$ cat src/rtl/fpcsr_pkg.sv
package fpcsr_pkg;

  localparam int WORD_W = 32;
  localparam int EXC_W  = 6;
  localparam int FLAG_W = 4;

  typedef enum logic [1:0] {
    CMP_LT = 2'b00,
    CMP_EQ = 2'b01,
    CMP_GT = 2'b10,
    CMP_UN = 2'b11
  } cmp_code_t;

  localparam logic [1:0] RND_NEAREST = 2'b00;

  typedef struct packed {
    logic       alt_half;
    logic       dflt_nan;
    logic       flush_z;
    logic [1:0] rnd;
    logic [1:0] stride;
    logic [2:0] vlen;
  } ctl_t;

  function automatic logic [FLAG_W-1:0] cmp_to_nzcv(cmp_code_t c);
    case (c)
      CMP_LT:  return 4'b1000;
      CMP_EQ:  return 4'b0110;
      CMP_GT:  return 4'b0010;
      default: return 4'b0011;
    endcase
  endfunction

endpackage

$ cat src/rtl/fpcsr_cond.sv
module fpcsr_cond
  import fpcsr_pkg::*;
(
  input  logic              clk,
  input  logic              rst,
  input  logic              wr_en,
  input  logic [FLAG_W-1:0] wr_nzcv,
  input  logic              cmp_valid,
  input  logic [1:0]        cmp_code,
  output logic [FLAG_W-1:0] nzcv
);

  always_ff @(posedge clk) begin
    if (rst) begin
      nzcv <= '0;
    end else if (cmp_valid) begin
      nzcv <= cmp_to_nzcv(cmp_code_t'(cmp_code));
    end else if (wr_en) begin
      nzcv <= wr_nzcv;
    end
  end

endmodule

$ cat src/rtl/fpcsr_sticky.sv
module fpcsr_sticky #(
  parameter int W = 6
) (
  input  logic         clk,
  input  logic         rst,
  input  logic         wr_en,
  input  logic [W-1:0] wr_val,
  input  logic         rep_valid,
  input  logic [W-1:0] rep,
  output logic [W-1:0] flags
);

  logic [W-1:0] base;
  logic [W-1:0] add;

  always_comb begin
    base = wr_en ? wr_val : flags;
    add  = rep_valid ? rep : '0;
  end

  always_ff @(posedge clk) begin
    if (rst) flags <= '0;
    else     flags <= base | add;
  end

endmodule

$ cat src/rtl/fpcsr_modes.sv
module fpcsr_modes
  import fpcsr_pkg::*;
(
  input  logic       clk,
  input  logic       rst,
  input  logic       wr_en,
  input  ctl_t       wr_ctl,
  input  logic       simd_sel,
  output ctl_t       ctl,
  output logic [1:0] eff_rmode,
  output logic       eff_ftz,
  output logic       eff_dnan
);

  always_ff @(posedge clk) begin
    if (rst)        ctl <= '0;
    else if (wr_en) ctl <= wr_ctl;
  end

  always_comb begin
    if (simd_sel) begin
      eff_rmode = RND_NEAREST;
      eff_ftz   = 1'b1;
      eff_dnan  = 1'b1;
    end else begin
      eff_rmode = ctl.rnd;
      eff_ftz   = ctl.flush_z;
      eff_dnan  = ctl.dflt_nan;
    end
  end

endmodule

$ cat src/rtl/fpcsr_reg.sv
module fpcsr_reg
  import fpcsr_pkg::*;
(
  input  logic        clk,
  input  logic        rst,
  input  logic        sw_wr_en,
  input  logic [31:0] sw_wdata,
  output logic [31:0] sw_rdata,
  input  logic        cmp_valid,
  input  logic [1:0]  cmp_code,
  input  logic        exc_valid,
  input  logic [5:0]  exc_report,
  output logic [5:0]  exc_flags,
  input  logic        simd_sel,
  output logic [1:0]  eff_rmode,
  output logic        eff_ftz,
  output logic        eff_dnan,
  output logic        half_alt
);

  logic [FLAG_W-1:0] nzcv;
  ctl_t              ctl;
  ctl_t              wr_ctl;
  logic [EXC_W-1:0]  wr_exc;

  always_comb begin
    wr_ctl.alt_half = sw_wdata[26];
    wr_ctl.dflt_nan = sw_wdata[25];
    wr_ctl.flush_z  = sw_wdata[24];
    wr_ctl.rnd      = sw_wdata[23:22];
    wr_ctl.stride   = sw_wdata[21:20];
    wr_ctl.vlen     = sw_wdata[18:16];
    wr_exc          = {sw_wdata[7], sw_wdata[4:0]};
  end

  fpcsr_cond u_cond (
    .clk       (clk),
    .rst       (rst),
    .wr_en     (sw_wr_en),
    .wr_nzcv   (sw_wdata[31:28]),
    .cmp_valid (cmp_valid),
    .cmp_code  (cmp_code),
    .nzcv      (nzcv)
  );

  fpcsr_sticky #(.W(EXC_W)) u_sticky (
    .clk       (clk),
    .rst       (rst),
    .wr_en     (sw_wr_en),
    .wr_val    (wr_exc),
    .rep_valid (exc_valid),
    .rep       (exc_report),
    .flags     (exc_flags)
  );

  fpcsr_modes u_modes (
    .clk       (clk),
    .rst       (rst),
    .wr_en     (sw_wr_en),
    .wr_ctl    (wr_ctl),
    .simd_sel  (simd_sel),
    .ctl       (ctl),
    .eff_rmode (eff_rmode),
    .eff_ftz   (eff_ftz),
    .eff_dnan  (eff_dnan)
  );

  assign half_alt = ctl.alt_half;

  assign sw_rdata = {nzcv, 1'b0, ctl.alt_half, ctl.dflt_nan, ctl.flush_z,
                     ctl.rnd, ctl.stride, 1'b0, ctl.vlen, 8'h00,
                     exc_flags[5], 2'b00, exc_flags[4:0]};

endmodule

$ cat config.mk
export PLATFORM = sky130hd
export DESIGN_NAME = fpcsr_reg
export DESIGN_NICKNAME = d
export VERILOG_FILES = /design/src/rtl/fpcsr_pkg.sv /design/src/rtl/fpcsr_cond.sv /design/src/rtl/fpcsr_sticky.sv /design/src/rtl/fpcsr_modes.sv /design/src/rtl/fpcsr_reg.sv
export SDC_FILE = /design/constraint.sdc
export NUM_CORES = 1
export LEC_CHECK = 0
export BUFFER_PORTS_ARGS = -buffer_cell sky130_fd_sc_hd__buf_2
export CORE_ASPECT_RATIO = 1.25
export CORE_UTILIZATION = 39
export DETAILED_ROUTE_END_ITERATION = 16
export PLACE_DENSITY = 0.89
export SETUP_SLACK_MARGIN = 0.05
export SLEW_MARGIN = 10
export SYNTH_ARGS = -nofsm -noshare
export SYNTH_HDL_FRONTEND = slang
export SYNTH_SLANG_ARGS = --single-unit
$ cat constraint.sdc
create_clock -name clk -period 1.55 [get_ports clk]
set_input_delay 0.155 -clock clk [delete_from_list [all_inputs] [get_ports clk]]
set_output_delay 0.155 -clock clk [all_outputs]
set_load 0.01 [all_outputs]
After elaboration in Yosys (flattened, before gate mapping)
Index checks and enable logic that the tools add are counted.

operators by class
  equal/unequal tests = 2
  multiplexer cells = 8
  bitwise operators = 1
  reductions and logical operators = 2

operators by type and width
  operator                                       number
  2-to-1 mux 6 bit                               2
  case mux 4 bit (3 select lines)                1
  2-to-1 mux 4 bit                               2
  bitwise OR 6 bit                               1
  == test 2 x 1 -> 1 bit, second input constant  1
  == test 2 bit, second input constant           1
  zero test 2 bit                                1
  2-to-1 mux 1 bit                               2
  2-to-1 mux 2 bit                               1
  nonzero test 2 bit                             1

storage, ports and cells
  bits in registers = 20
  input bits = 46
  output and inout bits = 43
  logic and storage cells = 21

Logic depth before layout (Yosys ltp)
Gate-level depths: netlist of run 1.

  depth in word-level cells = 3
  gate-level depth with buffers = 4
  mapped depth without buffers = 3

Hierarchy
Synthesis of run 1 repeated with hierarchy kept, for this count alone.

second synthesis, totals
  cells, all modules = 100
  area total of the unflattened synthesis = 947.2 sq um

by module, submodules not included
  module        times used  cells an instance  area an instance (sq um)  seq. area each (sq um)
  fpcsr_modes   1           36                 377.9                     200.2
  fpcsr_sticky  1           25                 244.0                     120.1
  fpcsr_cond    1           19                 178.9                     80.1
  fpcsr_reg     1           20                 146.4                     0.0

Worst setup path before layout of run 1
Ideal clock, no wire load.

  path kind = flip-flop to flip-flop
  start point = register, netlist name u_cond.nzcv[0]
  end point = register u_cond.nzcv[0]
  setup time = 134 ps
  data arrival time = 760 ps
  data required time = 1416 ps
  path slack = 656 ps
  cell stages (with the launch flop) = 4
  path buffers = 0
  period minus slack after synthesis = 894 ps
  cells stage by stage = dfxtp_1 -> and2b_2 -> a211oi_1 -> a211oi_1

RTL lines
  what                    RTL line          source
  end signal: assignment  fpcsr_cond.sv:17  nzcv <= cmp_to_nzcv(cmp_code_t'(cmp_code));
  end signal: assignment  fpcsr_cond.sv:19  nzcv <= wr_nzcv;
  end: declaration        fpcsr_cond.sv:10  output logic [FLAG_W-1:0] nzcv

Worst setup path after layout of run 1
  start point = register, netlist name u_modes.ctl[8]
  end point = output port eff_dnan

on the way
  longest elaborated chain between the ends = 1

RTL lines
  what              RTL line           source
  2-to-1 mux 1 bit  fpcsr_modes.sv:21  if (simd_sel) begin
  end: declaration  fpcsr_reg.sv:17    output logic eff_dnan,

Every way passes these cells.

==> summary.md, run 1 <==
| Metric | Value |
|---|---|
| Status | `finished, final reports clean` |
| Tightest Hold Check Type | `in2reg` |
| Top post-synthesis cells by area | `dfxtp_1 (42%), mux2i_1 (18%), buf_4 (15%)` |
| Maximum VDD drop | `0.435 mV` |
| Synth Register Bits | `20` |
| Buffer count from post-CTS setup fixing | `0` |
| Most common cell in the netlist | `dfxtp_1` |
| Final Power | `1.02 mW` |
| DR iter-0 viols | `12` |
| Met1 Track Usage GR | `13.3%` |
| Vias in the first global route | `660` |
| Drt drc | `0` |
| Initial antenna violation count | `0` |
| Final Non-Filler Cells | `188` |
| Critical R2R Capture | `u_cond.nzcv[0]$_SDFFE_PP0P_` |
| GR Overflow Total | `0` |
| LEAKAGE | `0.687 nW` |
| Critical path type | `reg2out` |
| Core outline area | `2260 um^2` |
| CTS tree | `yes` |
| Post-synth top cells | `dfxtp_1 (20), buf_4 (19), mux2i_1 (17)` |
| CP startpoint kind | `flop` |
| EDFF count, synth | `0` |
| Final critical-path share of the clock period | `78.0%` |
| Mapped Cells | `101` |
| Post-CTS sizing | `0` |
| Crit end category | `output port` |
| Hold WS | `0.101 ns` |
| Via density per instance | `4.52` |
| Area delta synth->final | `26.4%` |
| R2R setup slack | `0.64 ns` |
| Fillers | `226` |
| Input/output buffers | `64` |
| Reg2reg start | `u_cond.nzcv[0]$_SDFFE_PP0P_` |
| Register clock-pin slew on the reported worst setup and hold paths | `0.10 ns` |
| Sinks on Clock Net | `20` |
| DR WL/cell | `9.70 um` |
| Sequential area share after synthesis | `41.6%` |
| Router iterations before antenna repair | `3` |
| RSZ-0062 raised after global routing | `no` |
| Yosys top cell area share | `41.6%` |
| Hold Vio Cnt, Final | `0` |
| Post-synth ARST share | `0%` |
| Yosys warning count | `0` |
| Fin crit period | `1.21 ns` |
| Clk buf depth | `2` |
| Largest net degree at the start of global routing | `21` |
| Critical Path RT | `1.39 ns` |
| Gr busiest metal | `met2` |
| Worst Hold Path Cells | `3` |
| Inst Count DP | `185` |
| Boundary pin count | `89` |
| Drt total wl | `1820 um` |
| Num CTS Buffers | `3` |
| Worst Path Arrival | `1.05 ns` |
| M2 GR Usage | `23.4%` |
| Die area | `2670 um^2` |
| Die X | `46.4 um` |
| Cell accounting for the most synthesized area | `dfxtp_1` |
| Final setup fails | `0` |
| Top FF cell, synth | `dfxtp_1` |
| Hpwl dp | `1450 um` |
| Unique masters post-synth | `19` |
| H-Tree Level Count | `1` |
| Max cap viols | `0` |
| Crit. Startpoint | `u_modes.ctl[8]$_SDFFE_PP0P_` |
| # rows | `19` |
| Worst Setup EP | `eff_dnan` |
| PD cells | `841 nW/um^2` |
| Max-slew violations | `0` |
| Reg2reg path depth | `3` |
| Ant. Diodes | `0` |
| GRT Util Overall | `13.6%` |
| Avg Cell Area, Syn | `9.53 um^2` |
| First-pass GRT wire length | `2590 um` |
| Mapped Area | `962 um^2` |
| Setup TNS | `0 ns` |
| Final ANT Viol Nets | `0` |
| CP max FO | `3` |
| Met3 Track Usage GR | `3.80%` |
| # hold bufs at CTS | `0` |
| DIE HEIGHT | `57.5 um` |
| Clock skew | `0 ns` |
| Final GP Congestion | `0.642` |
| Clock Latency Late Sink | `0.28 ns` |
| Vias | `850` |
| Share of cells above drive strength 1 | `47.1%` |
| Max Clk Rate | `827 MHz` |
| Nets | `205` |
| Initial Util | `42.6%` |
| CTS root buf | `clkbuf_4` |
## worst min path at each step
stage	start	end	slack (ns)
global placement	sw_wdata[21]	u_modes.ctl[4]$_SDFFE_PP0P_	0.39
finish	sw_wdata[23]	u_modes.ctl[6]$_SDFFE_PP0P_	0.10
detailed placement	sw_wdata[20]	u_modes.ctl[3]$_SDFFE_PP0P_	0.40
CTS	exc_report[2]	u_sticky.flags[2]$_SDFF_PP0_	0.09
global route	exc_report[2]	u_sticky.flags[2]$_SDFF_PP0_	0.08
floorplan	cmp_valid	u_cond.nzcv[2]$_SDFFE_PP0P_	0.25
## area by class of cell
type                    count  area (um^2)  share of cell area (%)
repair buffers             65          328                    27.0
multi-input cells          69          427                    35.1
well taps                  31         38.8                    3.19
flip-flops and latches     20          400                    32.9
clock buffers               3         22.5                    1.85
## cells in the final DEF, fill, tap and decap left out
cell	count
and2b_2	2
o21a_1	1
a211oi_1	4
o21ai_0	2
dfxtp_1	20
mux2i_1	17
nor2b_1	2
or2_2	2
conb_1	12
a21oi_1	6
mux2_2	1
nor2_1	11
nor2_2	1
buf_2	64
nand2_1	7
nand2b_1	1
buf_4	1
clkbuf_4	3
## flip-flops by register name, indices dropped and copies added, names as in the netlist
signal          count
u_sticky.flags      6
u_cond.nzcv         4
u_modes.ctl        10
## kinds of logic after synthesis
group,after synthesis,synth area share [%]
DFF,20,41.6
muxes,18,18.9
other,1,0.390
buffers and inverters,23,18.3
AOI/OAI and AO/OA,13,8.06
and+or+nand+nor,26,12.7
## critical path, stage by stage, from the launching register on
cell and delay (ns):
dfxtp_1 0.34, or2_2 0.29, buf_2 0.14
## where the power goes
part	switching [mW]	internal (mW)
registers	0.0189	0.549
clock network	0.138	0.0901
logic	0.117	0.109
## per-stage QoR
stage	setup WS (ns)	utilization (%)	cell area [um^2]
4_1_cts	0.322	53.9	1220
6_report	0.341	53.9	1220
2_1_floorplan	0.656	-	1000
3_3_place_gp	0.391	52.9	1190
3_5_place_dp	0.348	52.9	1190
5_1_grt	0.281	53.9	1220
## per-layer routing
layer | part of all wire [%] | wire length, um
met1 | 40 | 738
met2 | 47 | 860
met3 | 11 | 207
met4 | 1.0 | 19
met5 | 0 | 0
Power figures use the tool's default switching activity.
==> run 2, diff against run 1 <==
CORE_UTILIZATION = 36   (was 39)
PLACE_DENSITY = 0.84   (was 0.89)
clock period = 1.2 ns   (was 1.55 ns; I/O delays follow)
==> summary.md, run 2 (synthesized netlist as in run 1, its figures left out) <==
| Metric | Value |
|---|---|
| Vias | `843 (-0.82%)` |
| LEAKAGE | `0.711 nW (+3.5%)` |
| Core outline area | `2480 um^2 (+9.7%)` |
| H-Tree Level Count | `1 (unchanged)` |
| Register clock-pin slew on the reported worst setup and hold paths | `0.11 ns (about the same)` |
| DR WL/cell | `9.94 um (+2.5%)` |
| Reg2reg start | `u_cond.nzcv[0]$_SDFFE_PP0P_` |
| Max-slew violations | `0 (unchanged)` |
| Setup TNS | `0 ns (unchanged)` |
| Vias in the first global route | `657 (-0.45%)` |
| Status | `finished, final reports clean` |
| Clk buf depth | `2 (unchanged)` |
| Largest register by flop count | `u_modes.ctl` |
| GR Overflow Total | `0 (unchanged)` |
| Initial antenna violation count | `0 (unchanged)` |
| CTS tree | `yes` |
| First-pass GRT wire length | `2640 um (+1.6%)` |
| Final critical-path share of the clock period | `92.4%` |
| Final setup fails | `0 (unchanged)` |
| Critical R2R Capture | `u_cond.nzcv[0]$_SDFFE_PP0P_` |
| PD cells | `1120 nW/um^2 (+34%)` |
| CP max FO | `3 (unchanged)` |
| Router iterations before antenna repair | `2 (-1)` |
| Share of cells above drive strength 1 | `49.4% (+2.2 points)` |
| DIE HEIGHT | `59.8 um (+3.9%)` |
| RSZ-0062 raised after global routing | `no` |
| Max Clk Rate | `902 MHz` |
| CP startpoint kind | `flop` |
| Hold Vio Cnt, Final | `0 (unchanged)` |
| Reg2reg path depth | `3 (unchanged)` |
| Leading cell type in the layout, fill and taps excluded | `buf_2` |
| Boundary pin count | `89 (unchanged)` |
| Drt drc | `0 (unchanged)` |
| Initial Util | `38.8% (-3.8 points)` |
| Final Non-Filler Cells | `193 (+2.7%)` |
| Clock skew | `0 ns (unchanged)` |
| Drt total wl | `1920 um (+5.2%)` |
| Tightest Hold Check Type | `in2reg` |
| Final GP Congestion | `0.697 (+8.5%)` |
| # rows | `20 (+1)` |
| Worst Hold Path Cells | `3 (unchanged)` |
| Most frequent cells in the layout | `buf_2 (62), dfxtp_1 (18), mux2i_1 (17)` |
| Critical path type | `reg2out` |
| Hold endpoint | `u_modes.ctl[1]$_SDFFE_PP0P_` |
| Maximum VDD drop | `0.531 mV (+22%)` |
| Via density per instance | `4.37 (-3.4%)` |
| Die area | `2880 um^2 (+8.0%)` |
| Die X | `48.2 um (+3.9%)` |
| Inst Count DP | `188 (+1.6%)` |
| R2R setup slack | `0.30 ns (-0.34 ns)` |
| Fin crit period | `1.11 ns` |
| Clock Latency Late Sink | `0.28 ns (about the same)` |
| DR iter-0 viols | `10 (-2)` |
| Fillers | `244 (+8.0%)` |
| Sinks on Clock Net | `20 (unchanged)` |
| Hpwl dp | `1450 um (+0.21%)` |
| Max cap viols | `0 (unchanged)` |
| CTS root buf | `clkbuf_4` |
| Top flop regs | `u_modes.ctl x10, u_sticky.flags x6, u_cond.nzcv x4` |
| Crit end category | `output port` |
| # hold bufs at CTS | `0 (unchanged)` |
| Area delta synth->final | `31.7%` |
| GRT Util Overall | `12.7% (-0.87 points)` |
| Critical Path RT | `1.08 ns (-0.31 ns)` |
| Final ANT Viol Nets | `0 (unchanged)` |
| Input/output buffers | `64 (unchanged)` |
| Largest net degree at the start of global routing | `21 (unchanged)` |
| Ant. Diodes | `0 (unchanged)` |
| Nets | `207 (+0.98%)` |
| Max reg flops | `10 (unchanged)` |
| Worst Path Arrival | `0.99 ns (-0.06 ns)` |
| HP Start | `sw_wdata[17]` |
| Final Core Density | `51.2% (-2.7 points)` |
| Num CTS Buffers | `3 (unchanged)` |
[run 2: layout make-up]
type	count	area [um^2]	share of cell area [%]
Sequential cell	20	403	31.8
Timing Repair Buffer	67	355	28.0
Multi-Input combinational cell	69	432	34.1
Clock buffer	4	36.3	2.86
Tap cell	33	41.3	3.26
[run 2: what timing repair did]
item,CTS,global route
gates resized for setup,6,0
buffers inserted,1,0
endpoints found under the setup margin,2,0
[run 2: worst max-delay path by stage]
stage                              endpoint  cells after the start                         from  slack, ns
4_1_cts                            eff_dnan                      2  u_modes.ctl[8]$_SDFFE_PP0P_       0.09
5_1_grt                            eff_dnan                      2  u_modes.ctl[8]$_SDFFE_PP0P_       0.05
3_5_place_dp   u_sticky.flags[2]$_SDFF_PP0_                      4                     sw_wr_en       0.21
3_3_place_gp   u_sticky.flags[5]$_SDFF_PP0_                      4                     sw_wr_en       0.25
2_1_floorplan   u_cond.nzcv[0]$_SDFFE_PP0P_                      3  u_cond.nzcv[0]$_SDFFE_PP0P_       0.31
6_report                           eff_dnan                      2  u_modes.ctl[8]$_SDFFE_PP0P_       0.09
[run 2: where the power goes]
group | internal, mW | switching, mW
registers | 0.710 | 0.0239
logic | 0.154 | 0.157
clock network | 0.184 | 0.195
total | 1.05 | 0.376
[run 2: per-layer routing]
| metal | up-vias | global-route usage, % | share of wire, % |
|---|---|---|---|
| li1 | 421 | - | - |
| met1 | 371 | 11.7 | 37 |
| met2 | 49 | 25.5 | 53 |
| met3 | 2 | 2.72 | 9.2 |
| met4 | 0 | 3.57 | 0.52 |
| met5 | - | 0 | 0 |
[run 2: stage by stage]
step	power, mW	instance area, um^2	setup slack, ns	hold WS [ns]
2_1_floorplan	0.965	1000	0.306	0.219
3_3_place_gp	1.04	1200	0.251	0.353
3_5_place_dp	1.05	1200	0.208	0.365
4_1_cts	1.44	1270	0.0865	0.0506
5_1_grt	1.51	1270	0.0511	0.0447
6_report	1.42	1270	0.0916	0.0600
[run 2: worst max-delay path, stage by stage (launching register included)]
cell and delay, ns:
dfxtp_2 0.34, or2_4 0.24, buf_6 0.12
==> run 3, diff against run 2 <==
--- a/config.mk
+++ b/config.mk
@@ -6,4 +6,5 @@
 export NUM_CORES = 1
 export LEC_CHECK = 0
+export ABC_CLOCK_PERIOD_IN_PS = 1200
 export BUFFER_PORTS_ARGS = -buffer_cell sky130_fd_sc_hd__buf_2
 export CORE_ASPECT_RATIO = 1.25
==> constraint.sdc (replaced) <==
create_clock -name clk -period 1.2 [get_ports clk]
set_input_delay 0 -clock clk [delete_from_list [all_inputs] [get_ports clk]]
set_output_delay 0 -clock clk [all_outputs]
set_load 0.01 [all_outputs]
==> summary.md, run 3 (synthesized netlist as in run 1, its figures left out) <==
| Metric | Value |
|---|---|
| Status | `finished, violations left` |
| Violated checks | `negative hold slack` |
| CP Cell Sequence | `dlygate4sd3_1, buf_2, nand2_1, dlygate4sd3_1, a21oi_1` |
| Clock Latency Late Sink | `0.29 ns (about the same)` |
| Final critical-path share of the clock period | `92.4% (about the same)` |
| Sinks on Clock Net | `20 (unchanged)` |
| Register clock-pin slew on the reported worst setup and hold paths | `0.12 ns (about the same)` |
| WP buf/inv | `3 (+2)` |
| GRT Util Overall | `17.8% (+5.1 points)` |
| Die area | `2880 um^2 (unchanged)` |
| Initial antenna violation count | `0 (unchanged)` |
| Crit end category | `flop` |
| H-Tree Level Count | `1 (unchanged)` |
| DIE HEIGHT | `59.8 um (unchanged)` |
| Final ANT Viol Nets | `0 (unchanged)` |
| LEAKAGE | `0.812 nW (+14%)` |
| Reg2reg path depth | `3 (unchanged)` |
| Reg2reg start | `u_cond.nzcv[0]$_SDFFE_PP0P_` |
| Largest net degree at the start of global routing | `21 (unchanged)` |
| Ant. Diodes | `0 (unchanged)` |
| DR iter-0 viols | `5 (-5)` |
| First-pass GRT wire length | `3580 um (+36%)` |
| PD cells | `1090 nW/um^2 (-3.0%)` |
| Top flop regs | `u_modes.ctl x10, u_sticky.flags x6, u_cond.nzcv x4` |
| Critical path type | `in2reg` |
| Fin crit period | `1.11 ns (+0.000215 ns)` |
| GR Overflow Total | `0 (unchanged)` |
| Crit-path slowest cell | `dlygate4sd3_1` |
| Core outline area | `2480 um^2 (unchanged)` |
| Max cap viols | `0 (unchanged)` |
| CTS root buf | `clkbuf_4` |
| Clock skew | `0 ns (unchanged)` |
| Boundary pin count | `89 (unchanged)` |
| Final GP Congestion | `0.700 (+0.39%)` |
| Final worst slack | `0.0914 ns (-0.000215 ns)` |
| Share of cells above drive strength 1 | `41.6% (-7.8 points)` |
| CP startpoint kind | `input port` |
| Vias in the first global route | `906 (+38%)` |
| Hold endpoint | `u_sticky.flags[1]$_SDFF_PP0_` |
| Drt drc | `0 (unchanged)` |
| Hold Vio Cnt, Final | `1 (+1)` |
| Worst slack, placed | `0.312 ns (+0.104 ns)` |
| HP Start | `exc_valid` |
| Router iterations before antenna repair | `3 (+1)` |
| Drt total wl | `2540 um (+32%)` |
| Critical Path RT | `1.38 ns (+0.30 ns)` |
| R2R setup slack | `0.30 ns (about the same)` |
| Worst Hold Path Cells | `3 (unchanged)` |
| Hold WS | `-0.000371 ns (-0.0604 ns)` |
| CP max FO | `1 (-2)` |
| Max Clk Rate | `902 MHz (about the same)` |
| Most frequent cells in the layout | `buf_2 (64), dlygate4sd3_1 (26), dfxtp_1 (20)` |
| Setup TNS | `0 ns (unchanged)` |
| Inst Count DP | `188 (unchanged)` |
| DR WL/cell | `11.7 um (+17%)` |
| # rows | `20 (unchanged)` |
| CTS tree | `yes` |
| Die X | `48.2 um (unchanged)` |
| Max-slew violations | `0 (unchanged)` |
| Largest register by flop count | `u_modes.ctl` |
| Nets | `232 (+12%)` |
| Leading cell type in the layout, fill and taps excluded | `buf_2` |
| Clk buf depth | `2 (unchanged)` |
| Final setup fails | `0 (unchanged)` |
| Area delta synth->final | `58.0%` |
| Maximum VDD drop | `0.867 mV (+63%)` |
| Vias | `944 (+12%)` |
| Hpwl dp | `1480 um (+2.1%)` |
| Initial Util | `38.8% (unchanged)` |
| RSZ-0062 raised after global routing | `no` |
| Tightest Hold Check Type | `in2reg` |
| Fillers | `197 (-19%)` |
| CP peak stage delay | `0.54 ns (+0.20 ns)` |
| Via density per instance | `4.33 (-0.86%)` |
| Num CTS Buffers | `3 (unchanged)` |
| Critical R2R Capture | `u_cond.nzcv[0]$_SDFFE_PP0P_` |
| CP delay by family, top | `buffers and inverters` |
| Max reg flops | `10 (unchanged)` |
| Final Non-Filler Cells | `218 (+13%)` |
| Worst Path Arrival | `1.29 ns (+0.30 ns)` |
| Input/output buffers | `64 (unchanged)` |
| Most used cell, CP | `dlygate4sd3_1` |
run 3: cell types whose count changed in the layout (fill, tap and decap cells not counted), moves of 2 or more:
| cell | previous run | this run |
|---|---|---|
| dfxtp_1 | 18 | 20 |
| buf_6 | 2 | 0 |
| buf_2 | 62 | 64 |
| or2_2 | 0 | 2 |
| dlygate4sd3_1 | 0 | 26 |
| or2_4 | 2 | 0 |
| dfxtp_2 | 2 | 0 |
run 3: how the worst max path moves through the flow:
stage                                start                           end  slack (ns)  cells past startpoint
3_3_place_gp   u_cond.nzcv[0]$_SDFFE_PP0P_   u_cond.nzcv[0]$_SDFFE_PP0P_        0.33                      3
6_report                     exc_report[0]  u_sticky.flags[0]$_SDFF_PP0_        0.09                      5
4_1_cts                      exc_report[5]  u_sticky.flags[5]$_SDFF_PP0_        0.09                      5
3_5_place_dp   u_cond.nzcv[0]$_SDFFE_PP0P_   u_cond.nzcv[0]$_SDFFE_PP0P_        0.31                      3
2_1_floorplan  u_cond.nzcv[0]$_SDFFE_PP0P_   u_cond.nzcv[0]$_SDFFE_PP0P_        0.31                      3
5_1_grt                      exc_report[0]  u_sticky.flags[0]$_SDFF_PP0_        0.07                      5
run 3: worst min-delay path, delay by kind of cell:
kind	cells	cell delay, ns
buffers and inverters	1	0.14
AND/OR/NAND/NOR	1	0.06
AO/OA/AOI/OAI	1	0.05
run 3: cell type report:
type                            count  area (um^2)  area share [%]
Multi-Input combinational cell     69          430            28.3
Tap cell                           33         41.3            2.72
Clock inverter                      1         30.0            1.98
Timing Repair Buffer               92          596            39.2
Clock buffer                        3         22.5            1.48
Sequential cell                    20          400            26.3
run 3: metal layers:
layer  vias to the layer above  global-route usage, %  part of all wire [%]
met5                         -                      0                     0
met2                        49                   37.3                    55
met3                         2                   3.63                   7.8
met4                         0                   5.56                  0.31
li1                        473                      -                     -
met1                       420                   14.6                    37
run 3: power by group:
part	internal, mW	switching [mW]	total, mW
Sequential	0.709	0.0267	0.736
Combinational	0.199	0.174	0.373
Clock	0.337	0.212	0.549
run 3: stage by stage:
stage	total power, mW	cell area (um^2)	utilization, %
6_report	1.66	1520	61.4
5_1_grt	1.75	1520	61.4
4_1_cts	1.67	1540	62.0
3_5_place_dp	1.05	1200	48.6
3_3_place_gp	1.04	1200	48.6
2_1_floorplan	0.965	1000	-
run 3: timing repair:
| action | in CTS | in global routing |
|---|---|---|
| setup endpoints to repair | 0 | 2 |
| endpoints found under the hold margin | 18 | 0 |
| buffers inserted | 0 | 0 |
| gates resized for setup | 0 | 1 |
| hold buffers | 28 | 0 |
